[src/rtl/cr_pkg.sv]
package cr_pkg;

    typedef enum logic [2:0] {
        ST_IDLE,
        ST_FWD,
        ST_BACK,
        ST_OUT,
        ST_DONE
    } trk_state_e;

    typedef logic [1:0] quad_t;

    typedef struct packed {
        logic  valid;
        quad_t dibit;
        logic  done;
    } out_beat_t;

    // Gray mapping of a quadrant step onto a dibit
    function automatic quad_t step_to_dibit(quad_t dq);
        case (dq)
            2'd0:    return 2'b00;
            2'd1:    return 2'b01;
            2'd2:    return 2'b11;
            default: return 2'b10;
        endcase
    endfunction

endpackage

[src/rtl/cr_loop_core.sv]
module cr_loop_core
    import cr_pkg::*;
#(
    parameter int PHASE_W = 8,
    parameter int FRAC_W  = 4,
    parameter int KA      = 1,
    parameter int KB      = 4
) (
    input  logic signed [PHASE_W+FRAC_W-1:0] phase_i,
    input  logic signed [PHASE_W+FRAC_W-1:0] freq_i,
    input  logic        [PHASE_W-1:0]        samp_i,
    input  logic                             odd_i,
    output logic signed [PHASE_W+FRAC_W-1:0] phase_o,
    output logic signed [PHASE_W+FRAC_W-1:0] freq_o,
    output quad_t                            quad_o
);
    localparam int SW    = PHASE_W + FRAC_W;
    localparam int QW    = PHASE_W - 2;
    localparam int HALFQ = 1 << (QW - 1);

    logic        [PHASE_W-1:0] derot;
    logic        [PHASE_W-1:0] diff;
    logic        [PHASE_W-1:0] biased;
    logic signed [SW-1:0]      err_ext;
    logic signed [SW-1:0]      err_a;
    logic signed [SW-1:0]      err_b;

    always_comb begin
        derot   = samp_i + (odd_i ? PHASE_W'(HALFQ) : '0);
        diff    = derot - phase_i[SW-1:FRAC_W];
        biased  = diff + PHASE_W'(HALFQ);
        quad_o  = biased[PHASE_W-1:PHASE_W-2];
        err_ext = $signed({{(SW-QW){diff[QW-1]}}, diff[QW-1:0]}) <<< FRAC_W;
        err_a   = err_ext >>> KA;
        err_b   = err_ext >>> KB;
        freq_o  = freq_i + err_b;
        phase_o = phase_i + freq_o + err_a;
    end

endmodule

[src/rtl/cr_word_store.sv]
module cr_word_store #(
    parameter int WIDTH = 8,
    parameter int DEPTH = 30
) (
    input  logic                     clk,
    input  logic                     rst,
    input  logic                     we,
    input  logic [$clog2(DEPTH)-1:0] waddr,
    input  logic [WIDTH-1:0]         wdata,
    input  logic [$clog2(DEPTH)-1:0] raddr,
    output logic [WIDTH-1:0]         rdata
);
    logic [WIDTH-1:0] mem [DEPTH];

    always_ff @(posedge clk) begin
        if (we) mem[waddr] <= wdata;
    end

    assign rdata = mem[raddr];

    // writes land inside the store
    p_wr_in_range_r7: assert property (@(posedge clk) disable iff (rst)
        we |-> (int'(waddr) < DEPTH));

endmodule

[src/rtl/cr_diff_decoder.sv]
module cr_diff_decoder
    import cr_pkg::*;
(
    input  logic  clk,
    input  logic  rst,
    input  logic  clear,
    input  logic  step,
    input  quad_t quad_i,
    output quad_t dibit_o
);
    quad_t prev_q;

    always_ff @(posedge clk) begin
        if (rst || clear) prev_q <= '0;
        else if (step)    prev_q <= quad_i;
    end

    assign dibit_o = step_to_dibit(quad_i - prev_q);

endmodule

[src/rtl/cr_carrier_track.sv]
module cr_carrier_track
    import cr_pkg::*;
#(
    parameter int PHASE_W      = 8,
    parameter int FRAC_W       = 4,
    parameter int BURST_LEN    = 60,
    parameter int CONV_LEN     = 30,
    parameter int GAIN_A_SHIFT = 1,
    parameter int GAIN_B_SHIFT = 4
) (
    input  logic                      clk,
    input  logic                      rst,
    input  logic                      start,
    input  logic [PHASE_W+FRAC_W-1:0] freq_init,
    input  logic                      sym_valid,
    input  logic [PHASE_W-1:0]        sym_phase,
    output logic                      dibit_valid,
    output logic [1:0]                dibit,
    output logic                      burst_done
);
    localparam int             SW        = PHASE_W + FRAC_W;
    localparam int             CW        = $clog2(BURST_LEN);
    localparam int             AWC       = $clog2(CONV_LEN);
    localparam logic [CW-1:0]  LAST      = CW'(BURST_LEN - 1);
    localparam logic [CW-1:0]  CONV_LAST = CW'(CONV_LEN - 1);

    trk_state_e         st;
    logic [CW-1:0]      cnt;
    logic signed [SW-1:0] ph_q, fr_q;

    logic               fwd_take, back_step, out_step;
    logic [CW-1:0]      idx;
    logic signed [SW-1:0] ph_in, fr_in, ph_n, fr_n;
    logic [PHASE_W-1:0] samp, sym_rd;
    quad_t              quad_n, quad_rd, dec_dibit;
    out_beat_t          beat;

    assign fwd_take  = sym_valid && (start || st == ST_FWD);
    assign back_step = !start && st == ST_BACK;
    assign out_step  = !start && st == ST_OUT;
    assign idx       = start ? '0 : cnt;
    assign ph_in     = start ? '0 : ph_q;
    assign fr_in     = start ? $signed(freq_init) : fr_q;
    assign samp      = back_step ? sym_rd : sym_phase;

    cr_loop_core #(
        .PHASE_W(PHASE_W), .FRAC_W(FRAC_W),
        .KA(GAIN_A_SHIFT), .KB(GAIN_B_SHIFT)
    ) u_core (
        .phase_i(ph_in), .freq_i(fr_in), .samp_i(samp), .odd_i(idx[0]),
        .phase_o(ph_n), .freq_o(fr_n), .quad_o(quad_n)
    );

    // Early samples kept for the backward pass
    cr_word_store #(.WIDTH(PHASE_W), .DEPTH(CONV_LEN)) u_early (
        .clk(clk), .rst(rst),
        .we(fwd_take && (int'(idx) < CONV_LEN)),
        .waddr(idx[AWC-1:0]), .wdata(sym_phase),
        .raddr(cnt[AWC-1:0]), .rdata(sym_rd)
    );

    // Decided quadrants, indexed by arrival position
    cr_word_store #(.WIDTH(2), .DEPTH(BURST_LEN)) u_reorder (
        .clk(clk), .rst(rst),
        .we(fwd_take || back_step),
        .waddr(idx), .wdata(quad_n),
        .raddr(cnt), .rdata(quad_rd)
    );

    cr_diff_decoder u_diff (
        .clk(clk), .rst(rst),
        .clear(back_step && cnt == '0),
        .step(out_step),
        .quad_i(quad_rd),
        .dibit_o(dec_dibit)
    );

    always_ff @(posedge clk) begin
        if (rst) begin
            st   <= ST_IDLE;
            cnt  <= '0;
            ph_q <= '0;
            fr_q <= '0;
        end else if (start) begin
            st <= ST_FWD;
            if (sym_valid) begin
                cnt  <= CW'(1);
                ph_q <= ph_n;
                fr_q <= fr_n;
            end else begin
                cnt  <= '0;
                ph_q <= '0;
                fr_q <= $signed(freq_init);
            end
        end else begin
            unique case (st)
                ST_FWD: begin
                    if (sym_valid) begin
                        ph_q <= ph_n;
                        if (cnt == LAST) begin
                            st   <= ST_BACK;
                            cnt  <= CONV_LAST;
                            fr_q <= -fr_n;
                        end else begin
                            cnt  <= cnt + 1'b1;
                            fr_q <= fr_n;
                        end
                    end
                end
                ST_BACK: begin
                    ph_q <= ph_n;
                    fr_q <= fr_n;
                    if (cnt == '0) st <= ST_OUT;
                    else           cnt <= cnt - 1'b1;
                end
                ST_OUT: begin
                    if (cnt == LAST) begin
                        st  <= ST_DONE;
                        cnt <= '0;
                    end else begin
                        cnt <= cnt + 1'b1;
                    end
                end
                ST_DONE: st <= ST_IDLE;
                default: ;
            endcase
        end
    end

    always_comb begin
        beat.valid = (st == ST_OUT);
        beat.dibit = beat.valid ? dec_dibit : '0;
        beat.done  = (st == ST_DONE);
    end

    assign dibit_valid = beat.valid;
    assign dibit       = beat.dibit;
    assign burst_done  = beat.done;

    // a start without a sample reseeds the loop
    p_seed_on_start_r2: assert property (@(posedge clk) disable iff (rst)
        (start && !sym_valid) |=> (ph_q == '0 && fr_q == $signed($past(freq_init))));

    // turning around negates the forward frequency
    p_turn_negates_r6: assert property (@(posedge clk) disable iff (rst)
        (st == ST_FWD && sym_valid && !start && cnt == LAST)
            |=> (st == ST_BACK && fr_q == -$past(fr_n)));

    // readout runs without holes until the end marker
    p_out_contig_r7: assert property (@(posedge clk) disable iff (rst)
        (dibit_valid && !start) |=> (dibit_valid || burst_done));

    // end marker directly after a dibit, never twice in a row
    p_done_after_last_r9: assert property (@(posedge clk) disable iff (rst)
        burst_done |-> $past(dibit_valid));

    p_done_single_r9: assert property (@(posedge clk) disable iff (rst)
        burst_done |=> !burst_done);

endmodule

[config.mk]
export PLATFORM = sky130hd
export DESIGN_NAME = cr_carrier_track
export DESIGN_NICKNAME = d
export VERILOG_FILES = /design/src/rtl/cr_pkg.sv /design/src/rtl/cr_loop_core.sv /design/src/rtl/cr_word_store.sv /design/src/rtl/cr_diff_decoder.sv /design/src/rtl/cr_carrier_track.sv
export SDC_FILE = /design/constraint.sdc
export NUM_CORES = 1
export LEC_CHECK = 0
export BUFFER_PORTS_ARGS = -buffer_cell sky130_fd_sc_hd__buf_2
export CAP_MARGIN = 20
export CORE_MARGIN = 1.5
export CORE_UTILIZATION = 56
export CTS_CLUSTER_SIZE = 40
export DETAILED_ROUTE_END_ITERATION = 12
export PLACE_DENSITY = 0.71
export SLEW_MARGIN = 0
export SYNTH_ARGS = -nofsm -noshare
export SYNTH_HDL_FRONTEND = slang
export SYNTH_SLANG_ARGS = --single-unit
[constraint.sdc]
create_clock -name clk -period 12.8 [get_ports clk]
set_input_delay 0.64 -clock clk [delete_from_list [all_inputs] [get_ports clk]]
set_output_delay 0.64 -clock clk [all_outputs]
set_load 0.1 [all_outputs]
Yosys cells after proc, flatten, opt, wreduce, memory -nomap -nowiden
Memories as Yosys holds them, arrays and structs flattened. A register that Yosys moved wholly into a read port is not among the register bits.
Index checks and enable logic that the tools add are counted.
{"block": "classes", "n_addsub": 10, "order_cmp": 1, "reduce_logical": 20, "muxes": 37, "eq_ne": 16}
{"cell": "2-to-1 mux 12 bit", "n": 9}
{"cell": "2-to-1 mux 6 bit", "n": 9}
{"cell": "case mux 12 bit (2 select lines)", "n": 2}
{"cell": "case mux 6 bit (3 select lines)", "n": 1}
{"cell": "adder 12 bit", "n": 1}
{"cell": "adder 12 x 6 -> 12 bit", "n": 1}
{"cell": "adder 12 x 9 -> 12 bit", "n": 1}
{"cell": "2-to-1 mux 3 bit", "n": 4}
{"cell": "negation 12 bit", "n": 1}
{"cell": "case mux 3 bit (4 select lines)", "n": 1}
{"cell": "2-to-1 mux 5 bit", "n": 2}
{"cell": "AND reduction 5 bit", "n": 2}
{"cell": "inequality test 3 x 2 -> 1 bit, second input constant", "n": 3}
{"cell": "adder 8 x 6 -> 8 bit, second input constant", "n": 1}
{"cell": "adder 8 bit", "n": 1}
{"cell": "2-to-1 mux 8 bit", "n": 1}
{"cell": "nonzero test 4 bit", "n": 2}
{"cell": "subtractor 8 bit", "n": 1}
{"cell": "adder 6 x 1 -> 6 bit, second input constant", "n": 1}
{"cell": "equality test 3 x 2 -> 1 bit, second input constant", "n": 2}
{"cell": "equality test 6 bit, second input constant", "n": 1}
{"cell": "logical NOT 6 bit", "n": 1}
{"cell": "less-than comparator 6 x 5 -> 1 bit, second input constant", "n": 1}
{"cell": "2-to-1 mux 1 bit", "n": 6}
{"cell": "20 further kinds", "n": 29}
{"block": "word_totals", "reg_bits": 35, "n_memories": 2, "ramBits": 360}
{"name": "u_early.mem", "depth": 30, "word_bits": 8, "rd": 1, "rd_clocked_by_memory_dff": 1, "write_ports": 1, "line": "cr_word_store.sv:13", "text": "logic [WIDTH-1:0] mem [DEPTH];"}
{"name": "u_reorder.mem", "depth": 60, "word_bits": 2, "rd": 1, "rd_clocked_by_memory_dff": 1, "write_ports": 1, "line": "cr_word_store.sv:13"}

Logic depth before layout (Yosys ltp)
{"block": "depth", "ltp_word": 11, "mapped_depth": 34, "mapped_depth_nobuf": 30}

Modules after synthesis
From an unflattened synthesis, not the netlist that was laid out.
{"block": "hier_totals", "cells_unflattened": 1326, "area_unflattened_um2": 18940.7}
{"module": "cr_word_store at u_early", "area_per_inst_um2": 9646.8, "cells_each": 509, "n_inst": 1}
{"module": "cr_word_store at u_reorder", "area_per_inst_um2": 5053.6, "cells_each": 289, "n_inst": 1}
{"module": "cr_carrier_track", "area_per_inst_um2": 2462.4, "cells_each": 312, "n_inst": 1}
{"module": "cr_loop_core", "area_per_inst_um2": 1639.1, "cells_each": 202, "n_inst": 1}
{"module": "cr_diff_decoder", "area_per_inst_um2": 138.9, "cells_each": 14, "n_inst": 1}

Worst setup path before layout
Ideal clock, no wire load.
{"block": "synth_timing", "kind": "register -> register", "start": "reg (tool-made name)", "end": "reg ph_q[11]", "t_arrival_ps": 7828, "t_required_ps": 12679, "path_stages_with_launch": 33, "n_path_buf": 4, "setup_time_ps": 121, "setup_slack_ps": 4850, "cell_sequence": "dfxtp_1 > clkbuf_1 > buf_2 > buf_2 > buf_1 > mux4_2 > mux4_2 > mux2i_1 > a21oi_1 > ha_1 > ha_1 > fa_1 > a21o_1 > a21oi_4 > xnor2_2 > inv_1 > ha_1 > a21oi_1 > nand2_1 > o311ai_1 > nor2_1 > a21o_1 > xor2_1 > inv_1 > fa_1 > inv_1 > ha_1 > a21o_1 > a31oi_1 > o21bai_1 > a21oi_1 > xnor2_1 > o21ai_0"}
{"element": "end signal, assigned", "line": "cr_carrier_track.sv:88", "text": "ph_q <= ph_n;"}
{"element": "end signal, assigned", "line": "cr_carrier_track.sv:99", "text": "ph_q <= ph_n;"}
{"element": "end signal, assigned", "line": "cr_carrier_track.sv:111", "text": "ph_q <= ph_n;"}
{"element": "end, declared", "line": "cr_carrier_track.sv:29", "text": "logic signed [SW-1:0] ph_q, fr_q;"}

==> results.cfg <==
[synth]
ys_seq_area_frac = 0.630
postSynthAreaPerCell_um2 = 15.2
ys_seq_elements = 401
synth.cell_area_um2 = 18500
synth_fp_nets = 1289
syn_inst = 1211
ys.flop_type = edfxtp_1
synth.area.top_cells = edfxtp_1 (59%), mux4_2 (13%), dfxtp_1 (4.4%), nor2_1 (3.2%), ha_1 (2.9%)
yosys_warnings = 0
ys_types = 62
synth_top_area_cell = edfxtp_1
yosysTopAreaCellShare = 0.585
synth_edf_count = 360
async_flop_share = 0

[cells_and_area]
multi_input_area_um2 = 6480
insertedDiodeCount = 0
nFillCells = 2370
area_growth_pct = 11.0
drive_gt1_frac = 0.205
seqCellArea_um2 = 11600
final_area_um2 = 20500
fin_nets = 1317
fin_util = 0.630

[setup_path]
critPathKind = flip-flop to flip-flop
critical_path_arrival_ns = 8.91
r2r_setup_slack_ns = 4.31
required_ns = 13.22
crit_path_top_delay_cell = buf_4
timing.rr.end = ph_q[11]
cp_common_cell = ha_1
rr_worst_depth = 29
startpoint_type = flip-flop
crit_path_max_fanout = 50
slowest_delay_ns = 0.82
crit_path_end_kind = flip-flop

[drt]
remaining_drc_errors = 0
ant_nets = 0
routed_wl_mm = 41.8
wl_per_cell_um = 24.4
num_vias = 10700
dr.pass1.iters = 5
drt_iter0_drc = 1115
routed_via_density = 6.25

[place]
pre_cts_ws_ns = 4.32
numPortBuffers = 27
gp_congestion = 0.918
dpl_cell_area_um2 = 19100
dpl.hpwl_mm = 26.3

[hold_path]
whs_path_depth = 2
hold_class = flip-flop to flip-flop
hold_start = fr_q[8]
min_to = fr_q[8]

[clocking]
cts_setup_buffers = 0
cts_buffers = 41
hold_buffers = 0
clkTransAtPathRegs_ns = 0.06
tritoncts = done
h-tree-depth = 2
post_cts_resized = 0
cts_root_buf = clkbuf_16
cts_sinks = 401
clkLatencyLatePin_ns = 0.55
clockBufferDepth = 3

[floorplanning]
placementRows = 66
die-area_um2 = 34100
die_w_um = 185
die_h_um = 185
ios = 28
initial_core_util = 0.568
core_area_um2 = 32500

[outcome]
status = completed

[sta]
setup_slack_ns = 4.31
tns_ns = 0
min_period_over_period = 0.663
timing.final.max_slew_violations = 0
fmax_mhz = 118
relSlewSlack = 0.266
clock-skew-final_ns = 0.0210
hold_viol = 0
setup_violations = 0
grt_setup_unrepaired = false
worst_pin_slew_ns = 1.10
period_minus_slack_ns = 8.49

[global_routing]
grt_pass1_vias = 10800
antenna_found_initial = 1
grt_first_pass_wirelength_mm = 64.1
grt_max_degree = 63
grt_overflow = 0
grtUsageTotal = 0.256

[power]
p_total_mw = 4.00
peakVddDrop_mv = 0.168
cellLeakagePower_nw = 6.81
power-per-cell-area_nw_per_um2 = 195

[run]
maxCapViolCount = 0
cell usage in the layout (no fill, tap or decap), types with 5 or more instances in the layout:
cell       synthesis  final
edfxtp_1         360    360
nor2_1           157    157
mux4_2           110    110
nand2_1           61     61
inv_1             50     50
a21oi_1           48     48
ha_1              43     43
clkbuf_16          0     42
dfxtp_1           41     39
xnor2_1           32     30
buf_2              3     27
mux2i_1           24     24
o21ai_0           22     22
nand3_1           16     16
xor2_1            16     16
buf_4              0     15
mux2_2            14     14
a22oi_1           14     14
nor3_1            18     13
a211oi_1          11     11
fa_1              11     11
clkinv_2           0     11
a21o_1            10     10
o21bai_1           9      9
nor2b_1            8      8
nand2b_1           8      8
nand4_1            7      7
clkinv_1           0      7
and3_1             6      6
nor3_2             0      5
o211ai_1           5      5
bufinv_16          0      5
state kept, by name, summed over array words and instances, names as in the netlist, named ones only:
| name | flops |
|---|---|
| u_reorder.mem | 120 |
| cnt | 6 |
| u_diff.prev_q | 2 |
| ph_q | 12 |
| u_early.mem | 240 |
| fr_q | 12 |
| st | 3 |
layout make-up:
| type | count | area share |
|---|---|---|
| timing repair buffer | 43 | 0.0126 |
| multi-input combinational | 701 | 0.316 |
| tap | 442 | 0.0270 |
| clock buffer | 48 | 0.0543 |
| clock inverter | 27 | 0.0132 |
| sequential | 401 | 0.568 |
| inverter | 51 | 0.00934 |
per-stage QoR:
stage	instances	hold slack (ns)
finish	1713	0.459
detailed placement	1636	0.448
floorplan	1211	0.431
CTS	1711	0.446
global placement	1636	0.440
global route	1713	0.461
synthesized netlist by cell type, types with 3 or more instances:
cell type / count
edfxtp_1: 360
nor2_1: 157
mux4_2: 110
nand2_1: 61
inv_1: 50
a21oi_1: 48
ha_1: 43
clkbuf_1: 42
dfxtp_1: 41
xnor2_1: 32
mux2i_1: 24
o21ai_0: 22
nor3_1: 18
nand3_1: 16
xor2_1: 16
a22oi_1: 14
mux2_2: 14
buf_1: 12
a211oi_1: 11
fa_1: 11
a21o_1: 10
o21bai_1: 9
nand2b_1: 8
nor2b_1: 8
nand4_1: 7
and3_1: 6
o211ai_1: 5
a31oi_1: 4
o22ai_1: 4
buf_2: 3
nor4_1: 3
o21a_1: 3
or2_2: 3
cell families after synthesis:
logic type               count (synthesis)  share of synthesized area
XOR/XNOR                                50                     0.0249
AND/OR/NAND/NOR                        296                     0.0695
flip-flops                             401                      0.630
buffers and inverters                  109                     0.0228
adder cells (fa/ha/maj)                 54                     0.0411
AO/OA/AOI/OAI                          153                     0.0562
multiplexers                           148                      0.156
worst max path at each step:
stage / end / depth (start not counted) / start
after floorplan: ph_q[11] / 32 / flip-flop
after global placement: ph_q[11] / 28 / flip-flop
after detailed placement: ph_q[11] / 29 / flip-flop
after CTS: ph_q[11] / 29 / flip-flop
after global routing: ph_q[11] / 28 / flip-flop
final: ph_q[11] / 29 / flip-flop
power by group:
part / switching, mW / total [mW] / internal, mW
sequential: 0.0172 / 1.61 / 1.60
combinational: 0.700 / 1.16 / 0.462
clock: 0.498 / 1.22 / 0.724
critical path, delay by kind of cell, from the launching register on:
family	cells	cell delay, ns
muxes	3	1.22
and+or+nand+nor	2	0.24
buffers and inverters	4	1.25
adders and majority gates	6	2.24
AOI/OAI and AO/OA	11	2.13
xor gates and xnor gates	3	0.65
DFF	1	0.60
metal layers:
layer / global-route usage / up-vias / share of wire
met5: 0 / - / 0.00031
met4: 0.0839 / 2 / 0.027
met3: 0.0399 / 84 / 0.069
met2: 0.429 / 473 / 0.50
met1: 0.347 / 5426 / 0.41
li1: - / 4723 / -
Note: power is estimated with default switching activity, not from simulation.
